File: src/rtl/vbs_pkg.sv
package vbs_pkg;
  localparam int unsigned REG_W  = 8;
  localparam int unsigned CE_BIT = 0;
  localparam int unsigned SEL_BIT = 1;
  localparam int unsigned CTL_LO = 2;
  localparam int unsigned CTL_W  = 3;
  localparam int unsigned SIZE_W = 2;
endpackage

File: src/rtl/vbs_unlock.sv
module vbs_unlock #(
  parameter int unsigned WIN = 4
) (
  input  logic clk_i,
  input  logic rst_ni,
  input  logic wr_en_i,
  input  logic wr_ce_i,
  input  logic wr_sel_i,
  input  logic retire_i,
  output logic sel_o,
  output logic ce_o,
  output logic post_o
);
  localparam int unsigned CW = $clog2(WIN + 1);

  logic          sel_q, ce_q, post_q;
  logic [CW-1:0] cnt_q;
  logic          arm, commit;

  assign arm    = wr_en_i && wr_ce_i;
  assign commit = wr_en_i && !wr_ce_i && ce_q;

  always_ff @(posedge clk_i or negedge rst_ni) begin
    if (!rst_ni) begin
      sel_q  <= 1'b0;
      ce_q   <= 1'b0;
      post_q <= 1'b0;
      cnt_q  <= '0;
    end else begin
      if (arm) begin
        ce_q  <= 1'b1;
        cnt_q <= CW'(WIN);
      end else if (commit) begin
        sel_q <= wr_sel_i;
        ce_q  <= 1'b0;
        cnt_q <= '0;
      end else if (ce_q) begin
        // window counts down, enable lapses on the last cycle
        cnt_q <= cnt_q - CW'(1);
        if (cnt_q == CW'(1)) ce_q <= 1'b0;
      end
      if (commit)                post_q <= 1'b1;
      else if (post_q && retire_i) post_q <= 1'b0;
    end
  end

  assign sel_o  = sel_q;
  assign ce_o   = ce_q;
  assign post_o = post_q;
endmodule

File: src/rtl/vbs_base.sv
module vbs_base #(
  parameter int unsigned      AW     = 12,
  parameter logic [AW-1:0]    BASE_0 = 12'hF00,
  parameter logic [AW-1:0]    BASE_1 = 12'hE00,
  parameter logic [AW-1:0]    BASE_2 = 12'hC00,
  parameter logic [AW-1:0]    BASE_3 = 12'h800
) (
  input  logic                         sel_i,
  input  logic [vbs_pkg::SIZE_W-1:0]   size_i,
  output logic [AW-1:0]                base_o
);
  localparam int unsigned N = 1 << vbs_pkg::SIZE_W;

  logic [AW-1:0] starts [N];
  assign starts[0] = BASE_0;
  assign starts[1] = BASE_1;
  assign starts[2] = BASE_2;
  assign starts[3] = BASE_3;

  assign base_o = sel_i ? starts[size_i] : '0;
endmodule

File: src/rtl/vbs_gate.sv
module vbs_gate (
  input  logic sel_i,
  input  logic ce_i,
  input  logic post_i,
  input  logic lock_app_i,
  input  logic lock_boot_i,
  input  logic pc_in_boot_i,
  output logic block_o
);
  logic lock_hit;

  // running outside the vector-owning region under its lock
  assign lock_hit = sel_i ? (lock_app_i && !pc_in_boot_i)
                          : (lock_boot_i && pc_in_boot_i);
  assign block_o  = ce_i || post_i || lock_hit;
endmodule

File: src/rtl/vec_base_sel.sv
module vec_base_sel #(
  parameter int unsigned   WIN    = 4,
  parameter int unsigned   AW     = 12,
  parameter logic [AW-1:0] BASE_0 = 12'hF00,
  parameter logic [AW-1:0] BASE_1 = 12'hE00,
  parameter logic [AW-1:0] BASE_2 = 12'hC00,
  parameter logic [AW-1:0] BASE_3 = 12'h800
) (
  input  logic                        clk_i,
  input  logic                        rst_ni,
  input  logic                        wr_en_i,
  input  logic [vbs_pkg::REG_W-1:0]   wr_data_i,
  output logic [vbs_pkg::REG_W-1:0]   rd_data_o,
  input  logic                        retire_i,
  input  logic [vbs_pkg::SIZE_W-1:0]  boot_size_i,
  input  logic                        lock_app_i,
  input  logic                        lock_boot_i,
  input  logic                        pc_in_boot_i,
  output logic [AW-1:0]               vec_base_o,
  output logic                        irq_block_o
);
  import vbs_pkg::*;

  logic [CTL_W-1:0] ctl_q;
  logic             sel, ce, post;

  always_ff @(posedge clk_i or negedge rst_ni) begin
    if (!rst_ni)      ctl_q <= '0;
    else if (wr_en_i) ctl_q <= wr_data_i[CTL_LO +: CTL_W];
  end

  vbs_unlock #(.WIN(WIN)) u_unlock (
    .clk_i    (clk_i),
    .rst_ni   (rst_ni),
    .wr_en_i  (wr_en_i),
    .wr_ce_i  (wr_data_i[CE_BIT]),
    .wr_sel_i (wr_data_i[SEL_BIT]),
    .retire_i (retire_i),
    .sel_o    (sel),
    .ce_o     (ce),
    .post_o   (post)
  );

  vbs_base #(
    .AW(AW), .BASE_0(BASE_0), .BASE_1(BASE_1), .BASE_2(BASE_2), .BASE_3(BASE_3)
  ) u_base (
    .sel_i  (sel),
    .size_i (boot_size_i),
    .base_o (vec_base_o)
  );

  vbs_gate u_gate (
    .sel_i        (sel),
    .ce_i         (ce),
    .post_i       (post),
    .lock_app_i   (lock_app_i),
    .lock_boot_i  (lock_boot_i),
    .pc_in_boot_i (pc_in_boot_i),
    .block_o      (irq_block_o)
  );

  assign rd_data_o = {{(REG_W - CTL_LO - CTL_W){1'b0}}, ctl_q, sel, ce};
endmodule

File: config.mk
export PLATFORM = sky130hd
export DESIGN_NAME = vec_base_sel
export DESIGN_NICKNAME = d
export VERILOG_FILES = /design/src/rtl/vbs_pkg.sv /design/src/rtl/vbs_unlock.sv /design/src/rtl/vbs_base.sv /design/src/rtl/vbs_gate.sv /design/src/rtl/vec_base_sel.sv
export SDC_FILE = /design/constraint.sdc
export NUM_CORES = 1
export LEC_CHECK = 0
export ABC_AREA = 1
export BUFFER_PORTS_ARGS = -buffer_cell sky130_fd_sc_hd__buf_2
export CAP_MARGIN = 10
export CORE_UTILIZATION = 30
export DETAILED_ROUTE_END_ITERATION = 8
export PLACE_DENSITY = 0.64
export SLEW_MARGIN = 20
export SYNTH_ARGS = -nofsm -noshare
export SYNTH_HDL_FRONTEND = slang
export SYNTH_SLANG_ARGS = --single-unit
File: constraint.sdc
create_clock -name clk_i -period 1.7 [get_ports clk_i]
set_clock_uncertainty 0.2 [all_clocks]
set_input_delay 0.085 -clock clk_i [delete_from_list [all_inputs] [get_ports clk_i]]
set_output_delay 0.085 -clock clk_i [all_outputs]
set_load 0.03 [all_outputs]
==> metrics.cfg, run 1 <==
[synthesis]
synth_top_cell_by_area = dfrtp_1
synth.top_cell.area_share_pct = 38.9
syn-instance-count = 75
yosysMostFrequentCell = buf_4
synth-seq-area-share_pct = 38.9
ys_ff_latch = 9
ys_top_cells_by_area = dfrtp_1 (39%), buf_4 (18%), inv_1 (8.4%)
async_flop_share_pct = 100
synth_edf_count = 0
syn_area_per_cell_um2 = 7.72
synth_cell_types = 17
netlist_top_cells_count = buf_4 (14), inv_1 (13), nand2_1 (13), dfrtp_1 (9), nor2_1 (5)
synthFlopType = dfrtp_1
yosys_warnings = 0
syn_area_um2 = 579

[routing]
dr_wl_met3_um = 96
avgRoutedWirePerCell_um = 8.36
via_per_inst = 3.92
dr_wl_met2_um = 571
firstDrtPassIters = 4
detail-route-antenna-nets = 0
top_layer = met4
remaining_drc_errors = 0
wl_um = 1130
drtIter0Drc = 5
wl_met1_um = 423
vias = 529

[finish]
register_area_um2 = 225
final_cells = 135
fillers = 190
fin_nets = 130
final_area_um2 = 803
areaGrowthSynthToFinish_pct = 38.7
drive_gt1_share_pct = 26.4
multi_input_area_um2 = 223
diodes = 0

[floorplanning]
io_pins = 38
die_w_um = 45.9
die_area_um2 = 2110
die_h_um = 45.9
core_um2 = 1760
fp-row-count = 15
start_util_pct = 32.8

[timing]
final.min_clock_period_ns = 1.63
drv_slew = 0
hold_viol = 0
timing.final.crit_share_pct = 95.7
rsz0062_at_grt = false
clock.fmax_mhz = 614
hold_ws_ns = 0.0118
fin_tns_setup_ns = 0
finalSetupViolations = 0

[clock_network]
numClockSinks = 9
insertion_delay_ns = 0.25
cts_max_level = 1
clock_path_buffers = 2
cts_hold_buf = 13
cts_tree = done
cts_resized = 0
cts_root_buf = clkbuf_4
post_cts_buffers = 0
path_clk_slew_ns = 0.06
numCtsBuffers = 3

[critical_path]
path_cells = dlygate4sd3_1, buf_2, nand3_1, o21ai_0, dlygate4sd3_1
crit_type = in -> reg
worst-path-max-fanout = 10
endpoint_kind = register
cp.required_ns = 1.63
critPathLaunch = wr_en_i
crit_path_start_kind = input pin
cpMaxStageDelayCell = dlygate4sd3_1
path_common_cell = dlygate4sd3_1
slowest_delay_ns = 0.56
r2r-start = u_unlock.ce_o
worstPathArrival_ns = 1.56

[worst_hold_path]
hold_class = in -> async

[placed_design]
post_dp_cell_area_um2 = 647
port-buffer-count = 23
dp_hpwl_um = 840
globalplace.congestion = 0.722
placed_cells = 118

[flow_run]
drv_cap = 0

[global_routing]
grt_start_max_net_pins = 11
globalRouteTotalUtil_pct = 12.9
grt_pass1_wl_um = 1890
gr-total-overflow = 0
antenna_found_initial = 0
grt_pass1_vias = 511

[power]
cellLeakagePower_uw = 0.000450
ir_drop_v = 0.000514
power.density_nw_per_um2 = 877

[outcome]
status = completed

## report_power, final
group | internal, µW | leakage (µW) | total, µW | switching [µW]
sequential | 245 | 0.000112 | 267 | 21.8
combinational | 90.7 | 0.000323 | 281 | 190
clock | 90.0 | 0.0000150 | 157 | 67.0
total | 426 | 0.000450 | 704 | 279
## cell usage in the layout (no fill, tap or decap)
master         synthesis  layout
ha_1                   2       2
nand2_1               13      13
inv_2                  1       1
nand2_2                1       1
dlygate4sd3_1          0      13
nand4_1                1       1
clkbuf_4               0       3
buf_2                  0      23
nor3_1                 1       1
nor2_4                 1       1
nor2_1                 5       5
inv_1                 13      13
o21ai_0                4       4
a21oi_1                1       1
nand3_1                4       4
dfrtp_1                9       9
o21ai_1                3       3
conb_1                 1      11
clkbuf_1               0       1
## kinds of logic (layout without fill, tap and decap cells)
group	count (synthesis)	in the layout	synth area share, %
flip-flops	9	9	38.9
adder cells (fa/ha/maj)	2	2	4.32
other	1	11	0.647
AND/OR/NAND/NOR	26	26	20.1
AO/OA/AOI/OAI	8	8	6.91
buffers and inverters	29	54	29.2
## worst max-delay path: cells and delay by family
| family | cells | cell delay, ns |
|---|---|---|
| AND/OR/NAND/NOR | 1 | 0.12 |
| AO/OA/AOI/OAI | 1 | 0.08 |
| buffers and inverters | 3 | 1.28 |
## final timing paths
| kind | to | slack, ns | cells after the start |
|---|---|---|---|
| max | u_unlock.post_o | 0.07 | 5 |
| min reg2reg | u_unlock.ce_o | 0.31 | 2 |
| max in group asynchronous | u_unlock.ce_o | 1.11 | 2 |
| min | u_unlock.cnt_q[2] | 0.01 | 2 |
| max reg2reg | u_unlock.post_o | 0.17 | 3 |
| min in group clk_i | vec_base_o[8] | 0.27 | 3 |
## through the flow
stage	total power [µW]	utilization [%]	worst slack [ns]
3_5_place_dp	529	36.7	0.521
5_1_grt	772	45.5	0.0377
2_1_floorplan	496	-	0.313
3_3_place_gp	518	36.7	0.565
4_1_cts	716	45.5	0.0816
6_report	704	45.5	0.0726
## state kept, by name, indices dropped and copies added, names as in the netlist
signal	count
ctl_q	3
u_unlock.ce_o	1
u_unlock.cnt_q	3
u_unlock.post_o	1
u_unlock.sel_o	1
## routing by layer
| metal | vias to the layer above | track usage [%] |
|---|---|---|
| li1 | 269 | - |
| met1 | 229 | 11.7 |
| met2 | 27 | 24.2 |
| met3 | 4 | 4.76 |
| met4 | 0 | 7.06 |
| met5 | - | 0 |
## layout make-up
type | count | area share (%)
Clock buffer | 4 | 3.27
Sequential cell | 9 | 28.0
Timing Repair Buffer | 36 | 30.5
Multi-Input combinational cell | 47 | 27.7
Tap cell | 25 | 3.89
Inverter | 14 | 6.54
Power figures use the tool's default switching activity.
==> run 2: changes to the inputs <==
--- a/config.mk
+++ b/config.mk
@@ -5,12 +5,11 @@
 export SDC_FILE = /design/constraint.sdc
 export NUM_CORES = 1
 export LEC_CHECK = 0
-export ABC_AREA = 1
 export BUFFER_PORTS_ARGS = -buffer_cell sky130_fd_sc_hd__buf_2
 export CAP_MARGIN = 10
-export CORE_UTILIZATION = 30
+export CORE_UTILIZATION = 43
 export DETAILED_ROUTE_END_ITERATION = 8
-export PLACE_DENSITY = 0.64
+export PLACE_DENSITY = 0.92
 export SLEW_MARGIN = 20
 export SYNTH_ARGS = -nofsm -noshare
 export SYNTH_HDL_FRONTEND = slang
==> metrics.cfg, run 2 <==
[clock_network]
cts_root_buf = clkbuf_4  ; unchanged
insertion_delay_ns = 0.26  ; was 0.25 ns
path_clk_slew_ns = 0.07  ; was 0.06 ns
cts_resized = 0  ; unchanged
numCtsBuffers = 3  ; unchanged
clock_path_buffers = 2  ; unchanged
numClockSinks = 9  ; unchanged
cts_tree = done  ; unchanged
cts_max_level = 1  ; unchanged

[timing]
final.min_clock_period_ns = 1.63  ; about the same
hold_viol = 0  ; unchanged
drv_slew = 0  ; unchanged
clock.fmax_mhz = 613  ; was 614 MHz
hold_ws_ns = 0.258  ; was 0.0118 ns
finalSetupViolations = 0  ; unchanged
timing.final.crit_share_pct = 96.0  ; was 95.7%

[floorplanning]
io_pins = 38  ; unchanged
die_area_um2 = 1490  ; was 2110 µm²
die_w_um = 38.6  ; was 45.9 µm
die_h_um = 38.6  ; was 45.9 µm
core_um2 = 1170  ; was 1760 µm²
start_util_pct = 49.1  ; was 32.8%
fp-row-count = 12  ; was 15

[critical_path]
critical_path.top_delay_family = simple AND/OR/NAND/NOR gates  ; was buffers and inverters
cpMaxStageDelayCell = or4_4  ; was dlygate4sd3_1
endpoint_kind = register  ; unchanged
worst-path-buf-inv = 1  ; was 3
crit_path_start_kind = register  ; was input pin
worstPathArrival_ns = 1.56  ; about the same
worst-path-max-fanout = 3  ; was 10
slowest_delay_ns = 0.50  ; was 0.56 ns
crit_type = reg -> reg  ; was in -> reg
path_cells = inv_1, ha_1, and4bb_1, or4_4  ; was dlygate4sd3_1, buf_2, nand3_1, o21ai_0, dlygate4sd3_1
cp.required_ns = 1.63  ; about the same

[synthesis]
synth.top_cell.area_share_pct = 39.1  ; was 38.9%
synth_top_cell_by_area = dfrtp_1  ; unchanged
synth_edf_count = 0  ; unchanged
syn-instance-count = 55  ; was 75
synth-seq-area-share_pct = 39.1  ; was 38.9%
netlist_top_cells_count = buf_4 (14), dfrtp_1 (9), mux2_2 (4), nor2b_1 (4)  ; was buf_4 (14), inv_1 (13), nand2_1 (13), dfrtp_1 (9), nor2_1 (5)
syn_area_per_cell_um2 = 10.5  ; was 7.72 µm²
yosys_warnings = 0  ; unchanged
yosysMostFrequentCell = buf_4  ; unchanged
async_flop_share_pct = 100  ; unchanged
syn_area_um2 = 576  ; was 579 µm²
synthFlopType = dfrtp_1  ; unchanged
synth_cell_types = 22  ; was 17
ys_top_cells_by_area = dfrtp_1 (39%), buf_4 (18%), mux2_2 (7.8%)  ; was dfrtp_1 (39%), buf_4 (18%), inv_1 (8.4%)
ys_ff_latch = 9  ; unchanged

[finish]
fin_util_pct = 67.6  ; was 45.5%
mostFrequentLayoutCell = buf_2  ; unchanged
drive_gt1_share_pct = 40.7  ; was 26.4%
areaGrowthSynthToFinish_pct = 37.6  ; was 38.7%
fillers = 100  ; was 190
register_area_um2 = 225  ; unchanged
fin_nets = 111  ; was 130
diodes = 0  ; unchanged
final_cell_mix = buf_2 (23), conb_1 (11), dlygate4sd3_1 (11)  ; was buf_2 (23), inv_1 (13), nand2_1 (13), dlygate4sd3_1 (13), conb_1 (11)
reg_top3 = ctl_q (3), u_unlock.cnt_q (3)  ; unchanged
multi_input_area_um2 = 263  ; was 223 µm²

[routing]
wl_met1_um = 417  ; was 423 µm
wl_um = 1190  ; was 1130 µm
avgRoutedWirePerCell_um = 11.4  ; was 8.36 µm
detail-route-antenna-nets = 0  ; unchanged
firstDrtPassIters = 4  ; unchanged
remaining_drc_errors = 0  ; unchanged
dr_wl_met3_um = 88  ; was 96 µm
via_per_inst = 4.57  ; was 3.92
drtIter0Drc = 3  ; was 5
dr_wl_met2_um = 671  ; was 571 µm
vias = 480  ; was 529
top_layer = met4  ; unchanged

[placed_design]
globalplace.congestion = 0.673  ; was 0.722
dp_hpwl_um = 849  ; was 840 µm
port-buffer-count = 23  ; unchanged

[outcome]
status = completed  ; unchanged

[global_routing]
gr-total-overflow = 0  ; unchanged
grt_pass1_wl_um = 1700  ; was 1890 µm
antenna_found_initial = 0  ; unchanged
grt_start_max_net_pins = 10  ; was 11
grt_pass1_vias = 415  ; was 511
globalRouteTotalUtil_pct = 17.3  ; was 12.9%

[power]
power.density_nw_per_um2 = 944  ; was 877 nW/µm²
ir_drop_v = 0.000528  ; was 0.000514 V
cellLeakagePower_uw = 0.000405  ; was 0.000450 µW

[flow_run]
drv_cap = 0  ; unchanged

[worst_hold_path]
hold_class = in -> out  ; was in -> async

## run 2: final timing paths
| check | start | endpoint | slack (ns) | depth (start not counted) |
|---|---|---|---|---|
| setup reg to reg | u_unlock.cnt_q[0] | u_unlock.cnt_q[2] | 0.07 | 4 |
| hold reg to reg | ctl_q[1] | ctl_q[1] | 0.31 | 1 |
| min in group asynchronous | rst_ni | ctl_q[1] | 0.55 | 3 |
| setup / recovery | u_unlock.cnt_q[0] | u_unlock.cnt_q[2] | 0.07 | 4 |
| max in group asynchronous | rst_ni | u_unlock.cnt_q[1] | 0.50 | 3 |
| hold / removal | boot_size_i[1] | vec_base_o[9] | 0.26 | 3 |
## run 2: cell families (layout without fill, tap and decap cells)
kind of cell               count (synthesis)  count (layout)  synth area share, %
AOI/OAI and AO/OA                          6               6                 7.39
adders and majority gates                  2               2                 4.35
buffers and inverters                     18              44                 22.2
DFF                                        9               9                 39.1
muxes                                      4               4                 7.83
other                                      1              11                0.652
and+or+nand+nor                           15              15                 18.5
## run 2: report_power, final
| group | switching [µW] | internal, µW | leakage (µW) | total (µW) |
|---|---|---|---|---|
| Clock | 73.1 | 86.5 | 0.0000177 | 160 |
| Combinational | 186 | 128 | 0.000277 | 314 |
| Sequential | 26.3 | 248 | 0.000110 | 274 |
## run 2: cell type report
cell class	count	area share [%]
multi-input cells	38	33.2
clock buffers	3	2.84
flip-flops and latches	9	28.4
well taps	14	2.21
inverters	3	1.42
repair buffers	37	31.3
clock inverters	1	0.632
## run 2: tightest hold or removal path, stage by stage
cell and delay (ns):
buf_2 0.08, nor2b_1 0.04, buf_2 0.16
## run 2: metal layers
layer | global-route usage (%) | up-vias
li1 | - | 230
met1 | 16.2 | 219
met2 | 34.2 | 29
met3 | 5.78 | 2
met4 | 5.17 | 0
met5 | 0 | -
## run 2: through the flow
stage          cells  cell area, µm²  power (µW)   TNS, ns  setup slack [ns]
4_1_cts          103             777         749         0            0.0287
6_report         105             792         748         0            0.0685
3_5_place_dp      88             639         564         0            0.0395
3_3_place_gp      88             639         547         0            0.0877
2_1_floorplan     65             616         522         0            0.0882
5_1_grt          105             792         800  -0.00183          -0.00183
## run 2: what timing repair did
item                                    in CTS  in global routing
endpoints found under the hold margin       18                  0
endpoints found under the setup margin       0                  2
setup buffers                                0                  2
hold buffers                                11                  0
==> run 3: changes to the inputs <==
--- a/config.mk
+++ b/config.mk
@@ -10,6 +10,7 @@
 export CORE_UTILIZATION = 43
 export DETAILED_ROUTE_END_ITERATION = 8
 export PLACE_DENSITY = 0.92
+export RECOVER_POWER = 25
 export SLEW_MARGIN = 20
 export SYNTH_ARGS = -nofsm -noshare
 export SYNTH_HDL_FRONTEND = slang
==> metrics.cfg, run 3 (synthesized netlist as in run 2, its figures left out) <==
[outcome]
status = completed  ; unchanged

[critical_path]
slowest_delay_ns = 0.50  ; about the same
path_cells = inv_1, ha_1, and4bb_1, or4_4  ; unchanged
worstPathArrival_ns = 1.57  ; was 1.56 ns
worst-path-max-fanout = 3  ; unchanged
crit_path_end = u_unlock.cnt_q[2]  ; unchanged
reg2reg_slack_ns = 0.07  ; about the same
crit_path_start_kind = register  ; unchanged
critical_path.top_delay_family = simple AND/OR/NAND/NOR gates  ; unchanged
r2r_end = u_unlock.cnt_q[2]  ; unchanged
r2r-start = u_unlock.cnt_q[0]  ; unchanged
endpoint_kind = register  ; unchanged
critPathLaunch = u_unlock.cnt_q[0]  ; unchanged
r2r_cells = 4  ; unchanged
worst-path-stages = 4  ; unchanged
crit_type = reg -> reg  ; unchanged
cpMaxStageDelayCell = or4_4  ; unchanged
cp.required_ns = 1.63  ; about the same
worst-path-buf-inv = 1  ; unchanged

[finish]
reg_top3 = ctl_q (3), u_unlock.cnt_q (3)  ; unchanged
drive_gt1_share_pct = 36.3  ; was 40.7%
final_cell_mix = buf_2 (19), conb_1 (11), dlygate4sd3_1 (11)  ; was buf_2 (23), conb_1 (11), dlygate4sd3_1 (11)
final_area_um2 = 787  ; was 792 µm²
areaGrowthSynthToFinish_pct = 36.7  ; was 37.6%
fin_nets = 111  ; unchanged
final_cells = 105  ; unchanged
fin_util_pct = 67.2  ; was 67.6%
mostFrequentLayoutCell = buf_2  ; unchanged
fillers = 102  ; was 100
diodes = 0  ; unchanged

[clock_network]
path_clk_slew_ns = 0.07  ; about the same
cts_resized = 0  ; unchanged
insertion_delay_ns = 0.26  ; about the same
clock_path_buffers = 2  ; unchanged
numCtsBuffers = 3  ; unchanged
numClockSinks = 9  ; unchanged
cts_root_buf = clkbuf_4  ; unchanged
cts_tree = done  ; unchanged
cts_max_level = 1  ; unchanged

[floorplanning]
fp-row-count = 12  ; unchanged
die_h_um = 38.6  ; unchanged
die_w_um = 38.6  ; unchanged
core_um2 = 1170  ; unchanged
io_pins = 38  ; unchanged
die_area_um2 = 1490  ; unchanged
start_util_pct = 49.1  ; unchanged

[routing]
firstDrtPassIters = 4  ; unchanged
remaining_drc_errors = 0  ; unchanged
avgRoutedWirePerCell_um = 11.4  ; unchanged
top_layer = met4  ; unchanged
dr_wl_met2_um = 672  ; was 671 µm
dr_wl_met3_um = 85  ; was 88 µm
wl_met1_um = 419  ; was 417 µm
drtIter0Drc = 3  ; unchanged
detail-route-antenna-nets = 0  ; unchanged
wl_um = 1190  ; unchanged
vias = 480  ; unchanged
via_per_inst = 4.57  ; unchanged

[worst_hold_path]
hold_depth = 3  ; unchanged
hold_class = in -> out  ; unchanged

[power]
internal_power_uw = 460  ; was 462 µW
power_frac_clock_pct = 21.4  ; was 21.3%
ir_drop_v = 0.000528  ; about the same
p_switching_uw = 286  ; about the same
totalPowerFinal_uw = 746  ; was 748 µW
swShare_pct = 38.4  ; was 38.2%
power.density_nw_per_um2 = 948  ; was 944 nW/µm²
cellLeakagePower_uw = 0.000394  ; was 0.000405 µW
comb_power_share_pct = 41.8  ; was 42.0%
sequentialPowerShare_pct = 36.8  ; was 36.7%

[global_routing]
gr-total-overflow = 0  ; unchanged
globalRouteTotalUtil_pct = 17.3  ; unchanged
antenna_found_initial = 0  ; unchanged
grt_start_max_net_pins = 10  ; unchanged
grt_pass1_vias = 415  ; unchanged
grt_pass1_wl_um = 1700  ; unchanged

[timing]
final.min_clock_period_ns = 1.63  ; about the same
drv_slew = 0  ; unchanged
finalSetupViolations = 0  ; unchanged
fin_tns_setup_ns = 0  ; unchanged
clock.fmax_mhz = 613  ; about the same
hold_viol = 0  ; unchanged
timing.final.crit_share_pct = 96.0  ; about the same

[flow_run]
drv_cap = 0  ; unchanged

[placed_design]
globalplace.congestion = 0.673  ; unchanged
dp_hpwl_um = 849  ; unchanged
placed_cells = 88  ; unchanged
post_dp_cell_area_um2 = 639  ; unchanged
port-buffer-count = 23  ; unchanged

## run 3: cell count changes in the layout (fill, tap and decap cells not counted), sizes merged
cell / previous run / this run
buf: 26 / 22
clkbuf: 3 / 7
## run 3: worst register-to-register path, stage by stage (launching register included)
cell and delay, ns:
dfrtp_1 0.37, inv_1 0.06, ha_1 0.20, and4bb_1 0.19
or4_4 0.50
## run 3: repair_timing
action,in CTS,in global routing
endpoints found under the setup margin,0,2
hold buffers,11,0
setup buffers,0,2
hold endpoints to repair,18,0
## run 3: per-stage QoR
step / setup WS, ns / hold WS [ns]
4_1_cts: 0.0287 / 0.260
2_1_floorplan: 0.0882 / -0.411
3_5_place_dp: 0.0395 / -0.253
6_report: 0.0684 / 0.258
3_3_place_gp: 0.0877 / -0.257
5_1_grt: -0.00183 / 0.276
## run 3: final cells by class
type	count	area (µm²)	area share, %
Multi-Input combinational cell	38	263	33.4
Timing Repair Buffer	37	243	30.8
Sequential cell	9	225	28.6
Clock buffer	3	22.5	2.86
Tap cell	14	17.5	2.23
Inverter	3	11.3	1.43
Clock inverter	1	5.00	0.636
## run 3: layer usage
layer  GRT usage, %  up-vias
met5              0        -
met1           16.2      219
met2           34.2       29
met4           5.17        0
met3           5.78        2
li1               -      230
## run 3: power groups by stage
| stage | logic, µW | registers [µW] | clock network, µW |
|---|---|---|---|
| 5_1_grt | 334 | 278 | 186 |
| 3_3_place_gp | 272 | 275 | 0 |
| 4_1_cts | 306 | 275 | 168 |
| 6_report | 312 | 274 | 160 |
| 2_1_floorplan | 232 | 290 | 0 |
| 3_5_place_dp | 285 | 279 | 0 |
## run 3: how the worst min path moves through the flow
stage                   start            end  slack (ns)
2_1_floorplan          rst_ni       ctl_q[0]       -0.41
3_3_place_gp           rst_ni       ctl_q[2]       -0.26
3_5_place_dp           rst_ni       ctl_q[2]       -0.25
4_1_cts        boot_size_i[1]  vec_base_o[9]        0.26
5_1_grt        boot_size_i[0]  vec_base_o[8]        0.28
6_report       boot_size_i[1]  vec_base_o[9]        0.26
